`src/rtl/uart_irq_pkg.sv`:
```
package uart_irq_pkg;
  localparam int SRC_N  = 4;
  localparam int SRC_ERR  = 0;
  localparam int SRC_TRIG = 1;
  localparam int SRC_TMO  = 2;
  localparam int SRC_TXE  = 3;
  localparam int ID_W   = 3;

  typedef enum logic [ID_W-1:0] {
    IID_NONE  = 3'd0,
    IID_RXERR = 3'd1,
    IID_TRIG  = 3'd2,
    IID_TMO   = 3'd3,
    IID_TXE   = 3'd4
  } irq_id_e;
endpackage

```
`src/rtl/irq_fill_cmp.sv`:
```
module irq_fill_cmp #(
  parameter int LVL_W = 5,
  parameter int THR0  = 1,
  parameter int THR1  = 4,
  parameter int THR2  = 8,
  parameter int THR3  = 14
) (
  input  logic [LVL_W-1:0] level,
  input  logic [1:0]       sel,
  output logic             hit
);
  logic [LVL_W-1:0] thr;

  always_comb begin
    unique case (sel)
      2'd0:    thr = LVL_W'(THR0);
      2'd1:    thr = LVL_W'(THR1);
      2'd2:    thr = LVL_W'(THR2);
      default: thr = LVL_W'(THR3);
    endcase
    hit = (level >= thr);
  end
endmodule

```
`src/rtl/irq_rx_timeout.sv`:
```
module irq_rx_timeout #(
  parameter int TMO_BITS = 44
) (
  input  logic clk,
  input  logic rst_n,
  input  logic restart,
  input  logic tick,
  output logic expired
);
  localparam int CNT_W = $clog2(TMO_BITS + 1);
  localparam logic [CNT_W-1:0] LIMIT = CNT_W'(TMO_BITS);

  logic [CNT_W-1:0] cnt_q, cnt_d;
  logic             cnt_en;

  always_comb begin
    cnt_en = restart | (tick & (cnt_q != LIMIT));
    cnt_d  = restart ? '0 : cnt_q + 1'b1;
  end

  always_ff @(posedge clk or negedge rst_n) begin
    if (!rst_n)      cnt_q <= '0;
    else if (cnt_en) cnt_q <= cnt_d;
  end

  assign expired = (cnt_q == LIMIT);
endmodule

```
`src/rtl/irq_txe_flag.sv`:
```
module irq_txe_flag (
  input  logic clk,
  input  logic rst_n,
  input  logic fifo_empty,
  input  logic clr,
  output logic pend
);
  logic empty_q, pend_q, pend_d, rise;

  always_comb begin
    rise   = fifo_empty & ~empty_q;
    pend_d = pend_q;
    if (clr)  pend_d = 1'b0;
    if (rise) pend_d = 1'b1;
  end

  always_ff @(posedge clk or negedge rst_n) begin
    if (!rst_n) begin
      empty_q <= 1'b1;
      pend_q  <= 1'b0;
    end else begin
      empty_q <= fifo_empty;
      pend_q  <= pend_d;
    end
  end

  assign pend = pend_q;
endmodule

```
`src/rtl/irq_prio_enc.sv`:
```
module irq_prio_enc
  import uart_irq_pkg::*;
(
  input  logic [SRC_N-1:0] active,
  output logic             any,
  output irq_id_e          id
);
  always_comb begin
    id  = IID_NONE;
    any = |active;
    for (int i = SRC_N - 1; i >= 0; i--) begin
      if (active[i]) id = irq_id_e'(ID_W'(i + 1));
    end
  end
endmodule

```
`src/rtl/uart_irq_ctrl.sv`:
```
module uart_irq_ctrl
  import uart_irq_pkg::*;
#(
  parameter int LVL_W    = 5,
  parameter int TMO_BITS = 44
) (
  input  logic             clk,
  input  logic             rst_n,
  input  logic [LVL_W-1:0] rx_level,
  input  logic             rx_empty,
  input  logic             tx_empty,
  input  logic             rx_err_parity,
  input  logic             rx_err_frame,
  input  logic             rx_byte_stb,
  input  logic             hold_rd_stb,
  input  logic             bit_tick,
  input  logic             id_rd_stb,
  input  logic             tx_wr_stb,
  input  logic [3:0]       en_mask,
  input  logic [1:0]       trig_sel,
  output logic             irq,
  output logic [2:0]       irq_id
);
  logic             trig_hit, tmo_exp, txe_pend, txe_clr, tmo_restart;
  logic [SRC_N-1:0] pend, active;
  logic             any_d, irq_q;
  irq_id_e          id_d, id_q;

  irq_fill_cmp #(.LVL_W(LVL_W)) u_fill (
    .level(rx_level), .sel(trig_sel), .hit(trig_hit)
  );

  assign tmo_restart = rx_byte_stb | hold_rd_stb | rx_empty;

  irq_rx_timeout #(.TMO_BITS(TMO_BITS)) u_tmo (
    .clk(clk), .rst_n(rst_n), .restart(tmo_restart),
    .tick(bit_tick), .expired(tmo_exp)
  );

  assign txe_clr = tx_wr_stb | (id_rd_stb & (id_q == IID_TXE));

  irq_txe_flag u_txe (
    .clk(clk), .rst_n(rst_n), .fifo_empty(tx_empty),
    .clr(txe_clr), .pend(txe_pend)
  );

  always_comb begin
    pend           = '0;
    pend[SRC_ERR]  = rx_err_parity | rx_err_frame;
    pend[SRC_TRIG] = trig_hit;
    pend[SRC_TMO]  = tmo_exp;
    pend[SRC_TXE]  = txe_pend;
    active         = pend & en_mask;
  end

  irq_prio_enc u_enc (.active(active), .any(any_d), .id(id_d));

  always_ff @(posedge clk or negedge rst_n) begin
    if (!rst_n) begin
      irq_q <= 1'b0;
      id_q  <= IID_NONE;
    end else begin
      irq_q <= any_d;
      id_q  <= id_d;
    end
  end

  assign irq    = irq_q;
  assign irq_id = id_q;
endmodule

```
`config.mk`:
```
export PLATFORM = sky130hd
export DESIGN_NAME = uart_irq_ctrl
export DESIGN_NICKNAME = d
export VERILOG_FILES = /design/src/rtl/uart_irq_pkg.sv /design/src/rtl/irq_fill_cmp.sv /design/src/rtl/irq_rx_timeout.sv /design/src/rtl/irq_txe_flag.sv /design/src/rtl/irq_prio_enc.sv /design/src/rtl/uart_irq_ctrl.sv
export SDC_FILE = /design/constraint.sdc
export NUM_CORES = 1
export LEC_CHECK = 0
export BUFFER_PORTS_ARGS = -buffer_cell sky130_fd_sc_hd__buf_4
export CAP_MARGIN = 20
export CORE_MARGIN = 1.5
export CORE_UTILIZATION = 41
export DETAILED_ROUTE_END_ITERATION = 16
export PLACE_DENSITY = 0.72
export SLEW_MARGIN = 40
export SYNTH_ARGS = -nofsm -noshare
export SYNTH_HDL_FRONTEND = slang
export SYNTH_SLANG_ARGS = --single-unit
```
`constraint.sdc`:
```
create_clock -name clk -period 1.3 [get_ports clk]
set_input_delay 0.325 -clock clk [delete_from_list [all_inputs] [get_ports clk]]
set_output_delay 0.325 -clock clk [all_outputs]
set_load 0.005 [all_outputs]
```
==> impl_metrics.tcl <==
set metrics [dict create \
    cts_setup_buffers 0 \
    post-route-drc-count 0 \
    synth_nets 97 \
    io_pins 26 \
    relSlewSlack_pct 75.5 \
    synthDistinctLibCells 28 \
    rows 14 \
    gp_congestion 0.803 \
    first_global_vias 626 \
    drive_gt1_share_pct 43.7 \
    clock_latency_ns 0.27 \
    htreeDepth 1 \
    cp.arrival_ns 1.58 \
    dpl-instance-area_um2 907 \
    cts_buffers 3 \
    p_comb_share_pct 16.7 \
    route.vias.total 628 \
    skew_ns 0.00433 \
    ir_drop_v 0.000528 \
    avgViaCountPerCell 5.28 \
    antenna_found_initial 0 \
    power.internal_w 0.000642 \
    postLayoutCoreUtil_pct 65.6 \
    drv_cap 0 \
    max_freq_mhz 724 \
    violations "negative setup slack" \
    cts.sink_count 12 \
    rsz0062_at_grt "true" \
    swShare_pct 22.4 \
    critPathCaptureType "flop" \
    layout_commonest_cell "buf_4" \
    period_share_pct 106 \
    grt_max_degree 13 \
    slew_viol_final 0 \
    power_switching_w 0.000185 \
    die_h_um 43.2 \
    overflow 0 \
    cts_tree "yes" \
    fin_hold_ws_ns 0.167 \
    timing.final.ws_setup_ns -0.0809 \
    dp_hpwl_mm 1.14 \
    finalCriticalPeriod_ns 1.38 \
    layout_common_cells "buf_4, dfrtp_1, inv_1, nand2_1" \
    status "finished with violations" \
    clkPwrFrac_pct 35.4 \
    port_buffers 25 \
    clockBufferDepth 2 \
    min_path_cells 1 \
    die_x_um 43.2 \
    synth.ff_latch_count 12 \
    hold_violations 0 \
    final-setup-viol-count 3 \
    n_antenna_cell 0 \
    drt_pass1_iterations 3 \
    cts_root_buffer "clkbuf_4" \
    die_area_mm2 0.00187 \
    start_kind "flop" \
    worst_pin_slew_ns 0.363 \
    drtIter0Drc 7 \
    p_total_w 0.000827 \
    powerDensity_mw_per_mm2 837 \
    initial_core_util_pct 44.0 \
    synth_area_um2 663 \
    ant_nets 0 \
    ys_seq_area_share_pct 45.5 \
    total_leakage_power_nw 0.476 \
    criticalPathCategory "flop to flop" \
    nets 132 \
    synth_cells 69 \
    pre_cts_slack_ns -0.277 \
    core_area_mm2 0.00151 \
    grt_pass1_wl_mm 2.42 \
    wl_per_cell_um 11.9 \
    rr_worst_depth 5 \
    crit_fanout 2 \
    critPathRequiredTime_ns 1.49 \
    hold_class "input pin to flop" \
    track_usage_pct 17.2 \
    power_frac_seq_pct 47.9 \
    syn_area_per_cell_um2 9.61 \
    fin_area_um2 988 \
    yosys_warnings 0 \
    drt-total-wl_mm 1.42 \
    area_delta_synth_final_pct 49.1 \
    clk_pin_slew_ns 0.08 \
]
[registers in the layout (all words and copies together) (netlist names)]
register / flops
u_tmo.cnt_q: 6
u_txe.pend: 1
irq: 1
u_txe.empty_q: 1
irq_id: 3
[power groups by stage]
| stage | clock network, W | registers [W] | logic [W] |
|---|---|---|---|
| 2_1_floorplan | 0 | 0.000403 | 0.0000456 |
| 3_3_place_gp | 0 | 0.000404 | 0.000128 |
| 3_5_place_dp | 0 | 0.000403 | 0.000134 |
| 4_1_cts | 0.000305 | 0.000397 | 0.000138 |
| 5_1_grt | 0.000318 | 0.000398 | 0.000155 |
| 6_report | 0.000292 | 0.000396 | 0.000138 |
[routing by layer]
| metal | vias to the layer above | track usage [%] | share of wire [%] |
|---|---|---|---|
| met5 | - | 0 | 0 |
| met4 | 0 | 5.45 | 0.35 |
| met3 | 2 | 4.26 | 4.5 |
| met2 | 14 | 31.0 | 52 |
| met1 | 301 | 19.4 | 43 |
| li1 | 311 | - | - |
[path summary, 6_finish.rpt]
path                             endpoint  slack [ns]            from
setup / recovery           u_tmo.cnt_q[4]       -0.08  u_tmo.cnt_q[0]
hold / removal              u_txe.empty_q        0.17        tx_empty
setup reg to reg           u_tmo.cnt_q[4]       -0.08  u_tmo.cnt_q[0]
hold reg to reg                u_txe.pend        0.52   u_txe.empty_q
max in group asynchronous   u_txe.empty_q        0.65           rst_n
min in group asynchronous  u_tmo.cnt_q[0]        0.43           rst_n
[critical path: stages (launching register included)]
cell     delay, ns
dfrtp_1       0.35
buf_4         0.11
ha_2          0.16
nand2_1       0.07
or4b_4        0.48
a21oi_2       0.13
[synthesized netlist by cell type]
master     count  area share (%)
dfrtp_1       11              42
inv_1          7             4.0
nand2_1        7             4.0
ha_1           6              11
nor2_1         5             2.8
o21ai_0        5             3.8
a21oi_1        4             3.0
nand3_1        2             1.5
nand4_1        2             1.9
nor3_1         2             1.5
a211o_1        1             1.3
a21boi_0       1             1.1
and3_1         1            0.94
and4b_1        1             1.5
clkbuf_1       1            0.57
dfstp_2        1             4.0
mux2i_1        1             1.5
nand2_2        1            0.94
nand2b_1       1            0.94
nor3b_1        1             1.1
o2111ai_1      1             1.3
o21a_1         1             1.1
o311ai_0       1             1.3
o31ai_2        1             1.9
or3_1          1            0.94
or4b_1         1             1.5
xnor2_1        1             1.3
xor2_1         1             1.3
[layout make-up]
type | count | area (um^2)
clock buffer | 4 | 36.3
fill | 128 | 518
inverter | 7 | 26.3
multi-input combinational | 49 | 369
sequential | 12 | 302
tap | 16 | 20.0
timing repair buffer | 31 | 235
[metrics by stage]
step,cells,setup TNS [ns]
2_1_floorplan,69,-0.00435
3_3_place_gp,114,-0.713
3_5_place_dp,114,-1.11
4_1_cts,119,-0.212
5_1_grt,119,-0.786
6_report,119,-0.136
[timing repair]
action | 4_1_cts | 5_1_grt
hold buffers | 1 | 0
pin swaps | 3 | 4
gates resized for setup | 4 | 4
hold endpoints to repair | 11 | 0
endpoints found under the setup margin | 7 | 9
[cells by family (layout without fill, tap and decap cells)]
kind of cell    count (synthesis)  in the layout  synth area share, %
compound gates                 15             15                 14.9
xor+xnor                        2              2                 2.64
fa+ha+maj                       6              6                 11.3
buf+inv                         8             42                 4.53
flops                          12             12                 45.5
mux                             1              1                 1.51
simple gates                   25             25                 19.6
Note: power is estimated with default switching activity, not from simulation.
